**src/rtl/psa_pkg.sv**
```systemverilog
package psa_pkg;
  localparam int LANE_W = 16;
  localparam int LANES  = 2;

  // Per-lane control bundle shared by every post-processing stage.
  typedef struct packed {
    logic sgn;    // two's complement operands
    logic sat;    // clamp on overflow
    logic halve;  // return half the sum
    logic clip;   // halve the wrapped/clamped value instead of the exact sum
  } lane_ctl_t;
endpackage

```
**src/rtl/psa_lane_adder.sv**
```systemverilog
module psa_lane_adder #(
  parameter int W = 16
) (
  input  logic [W-1:0] a,
  input  logic [W-1:0] b,
  input  logic         cin,
  output logic [W-1:0] sum,
  output logic         cout,
  output logic         c_msb   // carry into the top bit, needed for signed overflow
);
  localparam int LOW_W = W - 1;

  function automatic logic [LOW_W:0] add_low(input logic [LOW_W-1:0] x,
                                             input logic [LOW_W-1:0] y,
                                             input logic             ci);
    return {1'b0, x} + {1'b0, y} + {{LOW_W{1'b0}}, ci};
  endfunction

  logic [LOW_W:0] low_sum;
  logic [1:0]     top_sum;

  always_comb begin
    low_sum = add_low(a[LOW_W-1:0], b[LOW_W-1:0], cin);
    c_msb   = low_sum[LOW_W];
    top_sum = {1'b0, a[W-1]} + {1'b0, b[W-1]} + {1'b0, c_msb};
    sum     = {top_sum[0], low_sum[LOW_W-1:0]};
    cout    = top_sum[1];
  end
endmodule

```
**src/rtl/psa_lane_post.sv**
```systemverilog
module psa_lane_post
  import psa_pkg::*;
#(
  parameter int W = 16
) (
  input  lane_ctl_t    ctl,
  input  logic [W-1:0] sum,
  input  logic         cout,
  input  logic         c_msb,
  output logic [W-1:0] res,
  output logic         ovf,
  output logic         clamp_hit
);
  // Extreme value of the range; neg selects the lower limit for signed.
  function automatic logic [W-1:0] clamp_val(input logic sgn, input logic neg);
    if (!sgn)     return {W{1'b1}};
    else if (neg) return {1'b1, {(W-1){1'b0}}};
    else          return {1'b0, {(W-1){1'b1}}};
  endfunction

  // Bit W of the true (W+1)-bit sum.
  function automatic logic true_top(input logic sgn, input logic msb,
                                    input logic ov, input logic co);
    return sgn ? (msb ^ ov) : co;
  endfunction

  logic         top_bit;
  logic [W-1:0] base;

  always_comb begin
    ovf       = ctl.sgn ? (cout ^ c_msb) : cout;
    top_bit   = true_top(ctl.sgn, sum[W-1], ovf, cout);
    clamp_hit = ctl.sat & ovf;
    base      = clamp_hit ? clamp_val(ctl.sgn, top_bit) : sum;
    if (!ctl.halve)    res = base;
    else if (ctl.clip) res = {ctl.sgn & base[W-1], base[W-1:1]};
    else               res = {top_bit, sum[W-1:1]};
  end
endmodule

```
**src/rtl/psat_adder.sv**
```systemverilog
module psat_adder
  import psa_pkg::*;
#(
  parameter int LANE_BITS = LANE_W,
  parameter int NLANES    = LANES,
  parameter bit OUT_REG   = 1'b1
) (
  input  logic                        clk,
  input  logic                        rst_n,
  input  logic [LANE_BITS*NLANES-1:0] a,
  input  logic [LANE_BITS*NLANES-1:0] b,
  input  logic                        split,
  input  logic                        sgn,
  input  logic                        sat_en,
  input  logic                        halve_en,
  input  logic                        halve_clip,
  output logic [LANE_BITS*NLANES-1:0] result,
  output logic [NLANES-1:0]           ovf
);
  localparam int WORD_W = LANE_BITS * NLANES;
  localparam int HI_LO  = WORD_W - LANE_BITS;

  lane_ctl_t ctl;
  assign ctl = '{sgn: sgn, sat: sat_en, halve: halve_en, clip: halve_clip};

  // Named internal events for the assertions.
  logic [NLANES-1:0]  carry_into;
  logic [NLANES-1:0]  lane_cout;
  logic [NLANES-1:0]  lane_cmsb;
  logic [NLANES-1:0]  lane_ovf;
  logic [NLANES-1:0]  lane_clamp;
  logic [WORD_W-1:0]  raw_sum;
  logic [WORD_W-1:0]  lane_res;
  logic [WORD_W-1:0]  word_res;
  logic               word_ovf;
  logic               word_clamp;
  logic [WORD_W-1:0]  nxt_res;
  logic [NLANES-1:0]  nxt_ovf;

  for (genvar i = 0; i < NLANES; i++) begin : g_lane
    if (i == 0) begin : g_first
      assign carry_into[i] = 1'b0;
    end else begin : g_chain
      assign carry_into[i] = split ? 1'b0 : lane_cout[i-1];
    end

    psa_lane_adder #(.W(LANE_BITS)) u_add (
      .a     (a[i*LANE_BITS +: LANE_BITS]),
      .b     (b[i*LANE_BITS +: LANE_BITS]),
      .cin   (carry_into[i]),
      .sum   (raw_sum[i*LANE_BITS +: LANE_BITS]),
      .cout  (lane_cout[i]),
      .c_msb (lane_cmsb[i])
    );

    psa_lane_post #(.W(LANE_BITS)) u_post (
      .ctl       (ctl),
      .sum       (raw_sum[i*LANE_BITS +: LANE_BITS]),
      .cout      (lane_cout[i]),
      .c_msb     (lane_cmsb[i]),
      .res       (lane_res[i*LANE_BITS +: LANE_BITS]),
      .ovf       (lane_ovf[i]),
      .clamp_hit (lane_clamp[i])
    );
  end

  // Whole-word post stage: valid when the chain is unbroken (split = 0).
  psa_lane_post #(.W(WORD_W)) u_word_post (
    .ctl       (ctl),
    .sum       (raw_sum),
    .cout      (lane_cout[NLANES-1]),
    .c_msb     (lane_cmsb[NLANES-1]),
    .res       (word_res),
    .ovf       (word_ovf),
    .clamp_hit (word_clamp)
  );

  always_comb begin
    if (split) begin
      nxt_res = lane_res;
      nxt_ovf = lane_ovf;
    end else begin
      nxt_res = word_res;
      nxt_ovf = {{(NLANES-1){1'b0}}, word_ovf};
    end
  end

  if (OUT_REG) begin : g_reg
    always_ff @(posedge clk or negedge rst_n) begin
      if (!rst_n) begin
        result <= '0;
        ovf    <= '0;
      end else begin
        result <= nxt_res;
        ovf    <= nxt_ovf;
      end
    end

    // registered stage carries the combinational value one cycle later
    a_r1_reg_stage: assert property (@(posedge clk) disable iff (!rst_n)
      1'b1 |=> (result == $past(nxt_res)) && (ovf == $past(nxt_ovf)));
  end else begin : g_comb
    assign result = nxt_res;
    assign ovf    = nxt_ovf;
  end

  // Independent references for the checks below.
  logic [LANE_BITS-1:0] hi_wrap;
  logic [WORD_W-1:0]    word_wrap;
  assign hi_wrap   = a[WORD_W-1 -: LANE_BITS] + b[WORD_W-1 -: LANE_BITS];
  assign word_wrap = a + b;

  // upper lane ignores the lower lane's carry in lane mode
  a_r2_lane_carry_cut: assert property (@(posedge clk) disable iff (!rst_n)
    (split && !sat_en && !halve_en) |-> (nxt_res[WORD_W-1:HI_LO] == hi_wrap));

  // word mode is a plain full-width add when nothing else is selected
  a_r3_word_add: assert property (@(posedge clk) disable iff (!rst_n)
    (!split && !sat_en && !halve_en) |-> (nxt_res == word_wrap));

  // unsigned saturating lane result never falls below either operand
  a_r4_sat_no_wrap: assert property (@(posedge clk) disable iff (!rst_n)
    (split && sat_en && !sgn && !halve_en) |->
      (nxt_res[LANE_BITS-1:0] >= a[LANE_BITS-1:0]) &&
      (nxt_res[LANE_BITS-1:0] >= b[LANE_BITS-1:0]));

  // an unsigned lane flag means the wrapped sum dropped below the operand
  a_r6_flag_means_wrap: assert property (@(posedge clk) disable iff (!rst_n)
    (split && !sgn && !sat_en && !halve_en) |->
      (nxt_ovf[0] == (nxt_res[LANE_BITS-1:0] < a[LANE_BITS-1:0])));

  // a clamp only ever happens while saturation is enabled
  a_r5_clamp_needs_sat: assert property (@(posedge clk) disable iff (!rst_n)
    ((|lane_clamp) || word_clamp) |-> sat_en);

  // exact unsigned average lies between the two operands
  a_r7_exact_mean_bounds: assert property (@(posedge clk) disable iff (!rst_n)
    (split && halve_en && !halve_clip && !sgn) |->
      ((nxt_res[LANE_BITS-1:0] >= a[LANE_BITS-1:0]) ||
       (nxt_res[LANE_BITS-1:0] >= b[LANE_BITS-1:0])) &&
      ((nxt_res[LANE_BITS-1:0] <= a[LANE_BITS-1:0]) ||
       (nxt_res[LANE_BITS-1:0] <= b[LANE_BITS-1:0])));

  // unsigned clipped halving always clears the top bit of a lane
  a_r8_clip_top_clear: assert property (@(posedge clk) disable iff (!rst_n)
    (split && halve_en && halve_clip && !sgn) |->
      (!nxt_res[LANE_BITS-1] && !nxt_res[WORD_W-1]));
endmodule

```
**config.mk**
```make
export PLATFORM = sky130hd
export DESIGN_NAME = psat_adder
export DESIGN_NICKNAME = d
export VERILOG_FILES = /design/src/rtl/psa_pkg.sv /design/src/rtl/psa_lane_adder.sv /design/src/rtl/psa_lane_post.sv /design/src/rtl/psat_adder.sv
export SDC_FILE = /design/constraint.sdc
export NUM_CORES = 1
export LEC_CHECK = 0
export BUFFER_PORTS_ARGS = -buffer_cell sky130_fd_sc_hd__buf_2
export CELL_PAD_IN_SITES_DETAIL_PLACEMENT = 0
export CELL_PAD_IN_SITES_GLOBAL_PLACEMENT = 2
export CORE_ASPECT_RATIO = 0.75
export CORE_MARGIN = 5
export CORE_UTILIZATION = 30
export CTS_CLUSTER_DIAMETER = 120
export DETAILED_ROUTE_END_ITERATION = 7
export PLACE_DENSITY = 0.73
export RECOVER_POWER = 25
export SETUP_SLACK_MARGIN = 0.4
export SYNTH_ARGS = -nofsm -noshare
export SYNTH_HDL_FRONTEND = slang
export SYNTH_HIERARCHICAL = 1
export SYNTH_SLANG_ARGS = --single-unit
```
**constraint.sdc**
```tcl
create_clock -name clk -period 0.8 [get_ports clk]
set_input_delay 0.04 -clock clk [delete_from_list [all_inputs] [get_ports clk]]
set_output_delay 0.04 -clock clk [all_outputs]
set_load 0.02 [all_outputs]
```
==> flow_metrics.tcl <==
set metrics [dict create \
    status "finished with violations" \
    violations "hold timing, setup timing" \
    p_leak_nw 3.240 \
    ys_types 61 \
    dieArea_mm2 0.01750 \
    grt_usage_pct 15.89 \
    clk_pin_slew_ns 0.06 \
    fin_crit_sh_pct 510.2 \
    cpLargestDelayFamily "compound AO/OA/AOI/OAI gates" \
    routabilityCongestion 0.8384 \
    setup_viol 68 \
    comb_power_share_pct 63.3 \
    cpMaxStageDelayCell "fa_2" \
    power_switching_mw 4.450 \
    avgRoutedWirePerCell_um 16.36 \
    synth_top_area_share_pct 18.99 \
    netlist_instances 464 \
    worstSetupPathType "input pin to flop" \
    pwr-share-clk_pct 16.5 \
    synthArstFlopShare_pct 100.0 \
    viasPerCell 5.113 \
    ir_worst_vdd_mv 0.7825 \
    clk_path_buf_depth 2 \
    drt_pass1_iterations 6 \
    grt_pass1_vias 4447 \
    sw_frac_of_total_pct 37.30 \
    p_int_mw 7.480 \
    grt_max_degree 35 \
    crit_chain "buf_6, fa_2, a211oi_4, o21ai_4, a31oi_4, o31a_1, fa_2, inv_2, nor2b_4, fa_2, a211oi_2, o21ai_2, a31oi_2, buf_4, buf_6, o31ai_4, buf_12, buf_6, a21bo_4, a21oi_4, nor2_4, buf_12, a221o_1, mux2_4" \
    grt_overflow 0 \
    p_seq_share_pct 20.2 \
    synthToLayoutAreaGrowth_pct 54.80 \
    yosysMostFrequentCell "a221o_1" \
    synth_common_cells "a221o_1, dfrtp_1, ha_1, mux2_4, inv_1" \
    fp.dieW_um 151.1 \
    setup_ws_ns -3.281 \
    cts_inserted_buffers 5 \
    slowest_delay_ns 0.38 \
    yosys-top-cells-area "dfrtp_1, a221o_1, mux2_4" \
    ys.flop_type "dfrtp_1" \
    max_slew_margin_pct 41.30 \
    placed_area_mm2 0.006170 \
    slew_viol_final 0 \
    worstMarginPinSlew_ns 0.8806 \
    drt_iter0_markers 229 \
    final_util_pct 47.66 \
    yosysTopAreaCell "dfrtp_1" \
    io_pins 105 \
    crit_path_end_kind "flop" \
    final-hold-violation-count 34 \
    drive_gt1_share_pct 55.04 \
    final_cell_area_mm2 0.006934 \
    core_mm2 0.01455 \
    num_vias 4469 \
    ys_ff_latch 34 \
    nNetsFinal 778 \
    wl_um 14300 \
    hold_ws_ns -0.04436 \
    cts_root_buf "clkbuf_16" \
    seq_area_frac_synth_pct 18.99 \
    grt_pass1_wl_um 22440 \
    hp-class "input pin to asynchronous set/reset pin" \
    crit_buf_inv 7 \
    p_per_area_mw_per_mm2 1721 \
    grt_setup_unrepaired "true" \
    crit_required_ns 0.97 \
    synth-edff-count 0 \
    cts_tree "done" \
    initial_core_util_pct 30.79 \
    p_total_mw 11.93 \
    fillers 1407 \
    die_y_um 115.8 \
    synth_fp_nets 569 \
    ant_nets 0 \
    drc 0 \
    clkSinkCount 34 \
    grt_antenna_before_repair 0 \
    arrival_ns 4.25 \
    antennaDiodeCount 0 \
    num_rows 38 \
    numPortBuffers 104 \
    max-cap-violations 0 \
    synthesis.area_mm2 0.004479 \
    critPathLaunchType "input pin" \
    path_max_fanout 25 \
    ys_warn_count 6 \
    layout_min_cycle_time_ns 4.081 \
    hpwl_um 11100 \
    cts-htree-levels 2 \
    avgSynthCellArea_um2 9.654 \
    clock.fmax_ghz 0.2450 \
    dp_slack_ns -3.770 \
]
[sequential cells by signal, summed over array words and instances (netlist names)]
register / count
ovf: 2
result: 32
[cell usage in the layout (no fill, tap or decap), types with 7 or more instances in the layout]
| cell | instances |
|---|---|
| buf_4 | 113 |
| buf_2 | 64 |
| a221o_1 | 58 |
| buf_6 | 50 |
| dfrtp_1 | 34 |
| mux2_4 | 31 |
| inv_1 | 22 |
| nand2_1 | 19 |
| ha_1 | 19 |
| a21oi_1 | 18 |
| nor2_1 | 17 |
| o21ai_0 | 16 |
| xor2_1 | 15 |
| a21o_1 | 12 |
| xnor2_1 | 12 |
| ha_4 | 9 |
| nand4_1 | 8 |
| o21ai_2 | 8 |
| buf_12 | 8 |
| o21ai_1 | 7 |
[kinds of logic (layout without fill, tap and decap cells)]
family,Yosys count,in the layout,synth area share [%]
AOI/OAI and AO/OA,188,188,34.97
xor gates and xnor gates,28,28,5.475
adders and majority gates,34,34,10.50
buffers and inverters,63,273,8.771
DFF,34,34,18.99
muxes,33,33,10.64
other,1,1,0.08372
and+or+nand+nor,83,83,10.56
[timing repair]
action | CTS | global route
pin swaps | 16 | 16
setup endpoints to repair | 68 | 68
resized for setup | 102 | 23
setup buffers | 5 | 4
hold endpoints to repair | 34 | 34
cloned | 0 | 2
[metrics by stage]
stage	cells	hold WS (ns)	TNS, ns
after floorplan	464	-0.2556	-113.36
after global placement	855	0.01414	-123.33
after detailed placement	855	0.01684	-125.90
after CTS	868	-0.2853	-113.08
after global routing	874	0.03803	-118.75
final	874	-0.04436	-110.32
[final timing paths]
path / startpoint / end / slack [ns] / cells after the start
min in group clk: b[0] / result[0] / 0.35 / 4
min: rst_n / ovf[1] / -0.04 / 2
max: b[0] / result[11] / -3.28 / 24
max in group asynchronous: rst_n / result[19] / 0.30 / 2
[layout make-up]
type	instances	area, um^2	area share [%]
Inverter	27	106.4	1.534
Timing Repair Buffer	238	1937	27.93
Sequential cell	34	850.8	12.27
Clock inverter	2	12.51	0.1804
Tap cell	200	250.2	3.609
Clock buffer	6	138.9	2.003
Multi-Input combinational cell	367	3638	52.47
[power groups by stage]
stage	combinational [mW]	sequential, mW	clock [mW]
6_report	7.55	2.41	1.97
5_1_grt	8.12	2.45	2.13
4_1_cts	7.32	2.42	2.05
3_5_place_dp	6.53	2.34	0
3_3_place_gp	6.43	2.35	0
2_1_floorplan	3.77	2.86	0
[per-layer routing]
layer	global-route usage [%]	vias to the layer above	wire, um
met5	0	-	0
met4	2.959	0	121
met3	1.603	9	552
met2	25.71	100	6558
met1	23.22	2150	7070
li1	-	2210	-
(Power assumes the default switching activity.)
